===== src/rtl/omega_pkg.sv =====
package omega_pkg;

  // Rotate an index left by one place within nb bits (perfect shuffle).
  function automatic int unsigned shuffle_dst(int unsigned idx, int unsigned nb);
    int unsigned mask;
    mask = (32'd1 << nb) - 32'd1;
    return ((idx << 1) | (idx >> (nb - 1))) & mask;
  endfunction

  // Destination bit consumed by a given stage: MSB first.
  function automatic int unsigned stage_bit(int unsigned stage, int unsigned nb);
    return nb - 1 - stage;
  endfunction

  // Width of one packet word on an internal line: valid, dest, src, payload.
  function automatic int unsigned pkt_width(int unsigned nb, int unsigned w);
    return 1 + 2 * nb + w;
  endfunction

endpackage


===== src/rtl/omega_switch.sv =====
module omega_switch #(
  parameter int LOGN = 3,
  parameter int W    = 8,
  parameter int DBIT = 2,
  localparam int PW  = omega_pkg::pkt_width(LOGN, W)
) (
  input  logic [PW-1:0]   up_pkt,
  input  logic [PW-1:0]   lo_pkt,
  output logic [PW-1:0]   up_out,
  output logic [PW-1:0]   lo_out,
  output logic            drop_vld,
  output logic [LOGN-1:0] drop_src
);
  localparam int VB   = PW - 1;
  localparam int DLO  = LOGN + W;
  localparam int SLO  = W;

  logic up_v, lo_v, up_b, lo_b, clash, lo_go;

  always_comb begin
    up_v  = up_pkt[VB];
    lo_v  = lo_pkt[VB];
    up_b  = up_pkt[DLO + DBIT];
    lo_b  = lo_pkt[DLO + DBIT];
    clash = up_v && lo_v && (up_b == lo_b);
    lo_go = lo_v && !clash;
  end

  always_comb begin
    up_out = '0;
    lo_out = '0;
    if (up_v) begin
      if (up_b) lo_out = up_pkt;
      else      up_out = up_pkt;
    end
    if (lo_go) begin
      if (lo_b) lo_out = lo_pkt;
      else      up_out = lo_pkt;
    end
  end

  assign drop_vld = clash;
  assign drop_src = lo_pkt[SLO +: LOGN];

endmodule


===== src/rtl/omega_stage.sv =====
module omega_stage #(
  parameter int N     = 8,
  parameter int LOGN  = 3,
  parameter int W     = 8,
  parameter int STAGE = 0,
  localparam int PW   = omega_pkg::pkt_width(LOGN, W)
) (
  input  logic            clk,
  input  logic            rst_n,
  input  logic [N*PW-1:0] in_bus,
  input  logic [N-1:0]    in_blk,
  output logic [N*PW-1:0] out_bus,
  output logic [N-1:0]    out_blk
);
  localparam int HALF = N / 2;
  localparam int DBIT = int'(omega_pkg::stage_bit(STAGE, LOGN));
  localparam int VB   = PW - 1;
  localparam int DLO  = LOGN + W;

  logic [N*PW-1:0]      shuf;
  logic [N*PW-1:0]      sw_bus;
  logic [HALF-1:0]      drop_v;
  logic [HALF*LOGN-1:0] drop_s;
  logic [N-1:0]         new_blk;

  // Observation wires for the checks below
  logic [N-1:0]         v_in, v_sw, v_q, b_q;

  for (genvar i = 0; i < N; i++) begin : g_shuf
    localparam int J = int'(omega_pkg::shuffle_dst(i, LOGN));
    assign shuf[J*PW +: PW] = in_bus[i*PW +: PW];
    assign v_in[i] = in_bus[i*PW + VB];
    assign v_sw[i] = sw_bus[i*PW + VB];
    assign v_q[i]  = out_bus[i*PW + VB];
    assign b_q[i]  = out_bus[i*PW + DLO + DBIT];
  end

  for (genvar k = 0; k < HALF; k++) begin : g_sw
    omega_switch #(.LOGN(LOGN), .W(W), .DBIT(DBIT)) u_sw (
      .up_pkt   (shuf[(2*k)*PW +: PW]),
      .lo_pkt   (shuf[(2*k+1)*PW +: PW]),
      .up_out   (sw_bus[(2*k)*PW +: PW]),
      .lo_out   (sw_bus[(2*k+1)*PW +: PW]),
      .drop_vld (drop_v[k]),
      .drop_src (drop_s[k*LOGN +: LOGN])
    );
  end

  always_comb begin
    new_blk = '0;
    for (int k = 0; k < HALF; k++) begin
      if (drop_v[k]) new_blk[drop_s[k*LOGN +: LOGN]] = 1'b1;
    end
  end

  always_ff @(posedge clk or negedge rst_n) begin
    if (!rst_n) begin
      out_bus <= '0;
      out_blk <= '0;
    end else begin
      out_bus <= sw_bus;
      out_blk <= in_blk | new_blk;
    end
  end

  // Every valid packet entering the stage either leaves on a line or is dropped.
  assert_conserve_R5: assert property (@(posedge clk) disable iff (!rst_n)
    $countones(v_in) == $countones(v_sw) + $countones(drop_v));

  // A registered packet sits on the line parity its stage bit selected.
  for (genvar j = 0; j < N; j++) begin : g_chk
    assert_line_bit_R3: assert property (@(posedge clk) disable iff (!rst_n)
      v_q[j] |-> (b_q[j] == ((j % 2) == 1)));
  end

endmodule


===== src/rtl/omega_network.sv =====
module omega_network #(
  parameter int N  = 8,
  parameter int W  = 8,
  localparam int LOGN = $clog2(N)
) (
  input  logic              clk,
  input  logic              rst_n,
  input  logic [N-1:0]      in_valid,
  input  logic [N*LOGN-1:0] in_dest,
  input  logic [N*W-1:0]    in_data,
  output logic [N-1:0]      out_valid,
  output logic [N*W-1:0]    out_data,
  output logic [N*LOGN-1:0] out_src,
  output logic [N-1:0]      in_blocked
);
  localparam int PW  = omega_pkg::pkt_width(LOGN, W);
  localparam int VB  = PW - 1;
  localparam int DLO = LOGN + W;
  localparam int SLO = W;

  logic [N*PW-1:0] bus [0:LOGN];
  logic [N-1:0]    blk [0:LOGN];

  for (genvar i = 0; i < N; i++) begin : g_in
    localparam logic [LOGN-1:0] SRC = LOGN'(i);
    assign bus[0][i*PW +: PW] = in_valid[i]
      ? {1'b1, in_dest[i*LOGN +: LOGN], SRC, in_data[i*W +: W]}
      : '0;
  end
  assign blk[0] = '0;

  for (genvar s = 0; s < LOGN; s++) begin : g_stage
    omega_stage #(.N(N), .LOGN(LOGN), .W(W), .STAGE(s)) u_stage (
      .clk     (clk),
      .rst_n   (rst_n),
      .in_bus  (bus[s]),
      .in_blk  (blk[s]),
      .out_bus (bus[s+1]),
      .out_blk (blk[s+1])
    );
  end

  logic [N*LOGN-1:0] fin_dest;

  for (genvar j = 0; j < N; j++) begin : g_out
    assign out_valid[j]              = bus[LOGN][j*PW + VB];
    assign out_data[j*W +: W]        = bus[LOGN][j*PW +: W];
    assign out_src[j*LOGN +: LOGN]   = bus[LOGN][j*PW + SLO +: LOGN];
    assign fin_dest[j*LOGN +: LOGN]  = bus[LOGN][j*PW + DLO +: LOGN];
  end
  assign in_blocked = blk[LOGN];

  // Sources that reached some output this cycle
  logic [N-1:0] delivered;
  always_comb begin
    delivered = '0;
    for (int j = 0; j < N; j++) begin
      if (out_valid[j]) delivered[out_src[j*LOGN +: LOGN]] = 1'b1;
    end
  end

  for (genvar j = 0; j < N; j++) begin : g_chk
    localparam logic [LOGN-1:0] LINE = LOGN'(j);
    // A delivered packet leaves on the line named by its destination.
    assert_route_dest_R3: assert property (@(posedge clk) disable iff (!rst_n)
      out_valid[j] |-> (fin_dest[j*LOGN +: LOGN] == LINE));
    // A source is never both delivered and reported blocked.
    assert_blk_excl_R6: assert property (@(posedge clk) disable iff (!rst_n)
      !(delivered[j] && in_blocked[j]));
  end

endmodule


===== config.mk =====
export PLATFORM = sky130hd
export DESIGN_NAME = omega_network
export DESIGN_NICKNAME = d
export VERILOG_FILES = /design/src/rtl/omega_pkg.sv /design/src/rtl/omega_switch.sv /design/src/rtl/omega_stage.sv /design/src/rtl/omega_network.sv
export SDC_FILE = /design/constraint.sdc
export NUM_CORES = 1
export LEC_CHECK = 0
export BUFFER_PORTS_ARGS = -buffer_cell sky130_fd_sc_hd__buf_2
export CAP_MARGIN = 25
export CORE_MARGIN = 2
export CORE_UTILIZATION = 35
export DETAILED_ROUTE_END_ITERATION = 16
export PLACE_DENSITY = 0.6
export SLEW_MARGIN = 20
export SYNTH_ARGS = -nofsm -noshare
export SYNTH_HDL_FRONTEND = slang
export SYNTH_SLANG_ARGS = --single-unit

===== constraint.sdc =====
create_clock -name clk -period 1.75 [get_ports clk]
set_input_delay 0.35 -clock clk [delete_from_list [all_inputs] [get_ports clk]]
set_output_delay 0.35 -clock clk [all_outputs]
set_load 0.05 [all_outputs]

==> impl_metrics.ini <==
[clocking]
numCtsBuffers = 30
clkTransAtPathRegs_ns = 0.06
ctsHtreeMaxLevel = 1
cts_sinks = 309
cts_resized = 0
insertion_delay_ns = 0.55
clockBufferDepth = 3
cts_root_buf = clkbuf_16
cts_tree = done

[grt]
grt_use_total_pct = 17.49
grt_pass1_wl_um = 46380
first_global_vias = 7499
grt_max_degree = 58
antenna_found_initial = 3
gr-total-overflow = 0

[timing]
holdWs_ns = 0.03022
slew_headroom_pct = 45.78
finalSetupTns_ns = 0
rsz0062_at_grt = no
min_period_ns = 1.559
worst_pin_slew_ns = 0.8103
report.final.slew_viol_count = 0
post-route-period-util_pct = 89.07
clock_skew_ns = 0.007312
hold_violations = 0
finalSetupViolCount = 0
clock.fmax_ghz = 0.6415
finalWorstSetupSlack_ns = 0.1912

[placement]
gp_congestion = 0.8645
io_buffers = 201
dpl_worst_slack_ns = 0.2093
dp.cells = 1386
dp_hpwl_um = 23720
placed_cell_area_sq_um = 12700

[yosys]
netlist_area_sq_um = 11690
ys_seq_area_share_pct = 66.13
synth_area_leaders = dfrtp_1, a22o_1, buf_4
syn_area_per_cell_sq_um = 13.72
syn_inst = 852
synth_largest_area_cell = dfrtp_1
yosysUniqueCellTypes = 28
ys_warn_count = 0
ys_seq_elements = 309
synth_top_area_share_pct = 66.13

[drt]
first_iter_violations = 440
wl_per_cell_um = 21.30
first_pass_iters = 4
detail-route-antenna-nets = 0
num_vias = 7162
viasPerCell = 4.950
wl_um = 30830
drc = 0

[pwr]
seq_power_share_pct = 49.5
power.total_mw = 15.75
p_int_mw = 11.69
ir_drop_mv = 0.7449
p_leak_nw = 7.021
combPwrFrac_pct = 10.7
p_per_area_nw_per_um2 = 1150
p_clk_share_pct = 39.8
sw_frac_of_total_pct = 25.79
switching_power_mw = 4.062

[worst_hold_path]
min_path_type = in -> reg
hold_start = in_data[48]
hold_end = g_stage[0].u_stage.out_bus[75]
worstHoldPathCells = 2

[setup_path]
worstReg2RegStart = g_stage[1].u_stage.out_bus[71]
critPathKind = reg -> reg
cp_slowest_stage_delay_ns = 0.49
cp.arrival_ns = 1.98
r2r_setup_slack_ns = 0.19
worstRegToRegCells = 4
critPathLaunch = g_stage[1].u_stage.out_bus[71]
cpMostUsedCell = and3_1
worstPathRequired_ns = 2.17
worst_setup_path_start_kind = flop
cp_max_fo = 3
slowest_stage = or4_4
endpoint_kind = flop
crit_chain = xnor2_1 -> and3_1 -> and3_1 -> or4_4
reg2reg_to = g_stage[2].u_stage.out_blk[7]

[finish]
mostFrequentLayoutCell = dfrtp_1
layout_common_cells = dfrtp_1, a22o_1, buf_2
num-fill-cells = 3072
drive_gt1_share_pct = 31.27
layout.nets = 1075
fin_util_pct = 41.88
synthToLayoutAreaGrowth_pct = 17.12
instances_no_fill = 1447
fin_area_sq_um = 13690

[status]
status = finished, final reports clean

[floorplan]
die-area_sq_um = 34880
core_area_sq_um = 32700
ios = 202
initial_core_util_pct = 35.76
die_w_um = 186.8
row_count = 66
die_h_um = 186.8

[job]
max_cap_viol_count = 0
[logic make-up (layout without fill, tap and decap cells)]
| group | count (synthesis) | after routing | synth area share (%) |
|---|---|---|---|
| AO/OA/AOI/OAI | 251 | 251 | 18.65 |
| buffers and inverters | 162 | 310 | 8.539 |
| flip-flops | 309 | 309 | 66.13 |
| XOR/XNOR | 12 | 12 | 0.8989 |
| AND/OR/NAND/NOR | 117 | 117 | 5.747 |
| other | 1 | 6 | 0.03207 |
[registers in the layout (all words and copies together) (netlist names)]
register and cells:
g_stage.u_stage.out_bus 288, g_stage.u_stage.out_blk 21
[metal layers]
| metal | share of wire [%] | vias up | track usage, % |
|---|---|---|---|
| li1 | - | 3241 | - |
| met1 | 45 | 3661 | 23.99 |
| met2 | 48 | 210 | 28.48 |
| met3 | 5.3 | 48 | 3.404 |
| met4 | 2.2 | 2 | 4.762 |
| met5 | 0.036 | - | 0 |
[repair_timing]
item,CTS,global route
buffers inserted,0,0
hold buffers,1,0
endpoints found under the hold margin,223,0
[critical path, delay by kind of cell (launching register included)]
family | cells | cell delay, ns
flip-flops | 1 | 0.41
XOR/XNOR | 1 | 0.16
AND/OR/NAND/NOR | 3 | 0.86
[area by class of cell]
| class | instances | area [sq um] | share of cell area, % |
|---|---|---|---|
| sequential | 309 | 7732 | 56.46 |
| multi-input combinational | 382 | 2965 | 21.65 |
| timing repair buffer | 251 | 1444 | 10.54 |
| clock buffer | 44 | 904.6 | 6.606 |
| tap | 442 | 553.0 | 4.038 |
| clock inverter | 12 | 73.82 | 0.5391 |
| inverter | 3 | 11.26 | 0.08223 |
| antenna | 4 | 10.01 | 0.07309 |
[cells in the mapped netlist]
master and instances:
inv_1 3, nand4_1 1, nor3_1 2, xnor2_1 12, nand4b_1 1, nand2_1 16, or4_1 1, o32ai_1 1
nor2b_1 13, nand2b_1 17, clkbuf_1 55, nor2_1 16, o31ai_1 1, a41oi_1 2, and2_1 12, a2111o_1 1
and3_1 6, conb_1 1, buf_4 104, o22ai_1 3, nor3b_1 12, o21ai_0 3, dfrtp_1 309, a22o_1 240
nand3_1 7, or2_2 10, and3b_1 1, or4_4 2
[worst max-delay path by stage]
| stage | end | slack [ns] | cells after the start |
|---|---|---|---|
| after floorplan | g_stage[2].u_stage.out_blk[7] | 0.25 | 4 |
| after global placement | g_stage[2].u_stage.out_blk[7] | 0.23 | 4 |
| after detailed placement | g_stage[2].u_stage.out_blk[7] | 0.21 | 4 |
| after CTS | out_src[19] | 0.19 | 1 |
| after global routing | g_stage[2].u_stage.out_bus[22] | 0.11 | 3 |
| final | g_stage[2].u_stage.out_blk[7] | 0.19 | 4 |
[power by group through the flow]
stage / combinational (mW) / clock (mW) / sequential [mW]
after global placement: 1.68 / 0 / 7.92
after global routing: 1.81 / 6.71 / 7.83
after detailed placement: 1.70 / 0 / 7.93
final: 1.69 / 6.26 / 7.80
after floorplan: 1.14 / 0 / 7.81
after CTS: 1.71 / 6.40 / 7.80
Note: power is estimated with default switching activity, not from simulation.
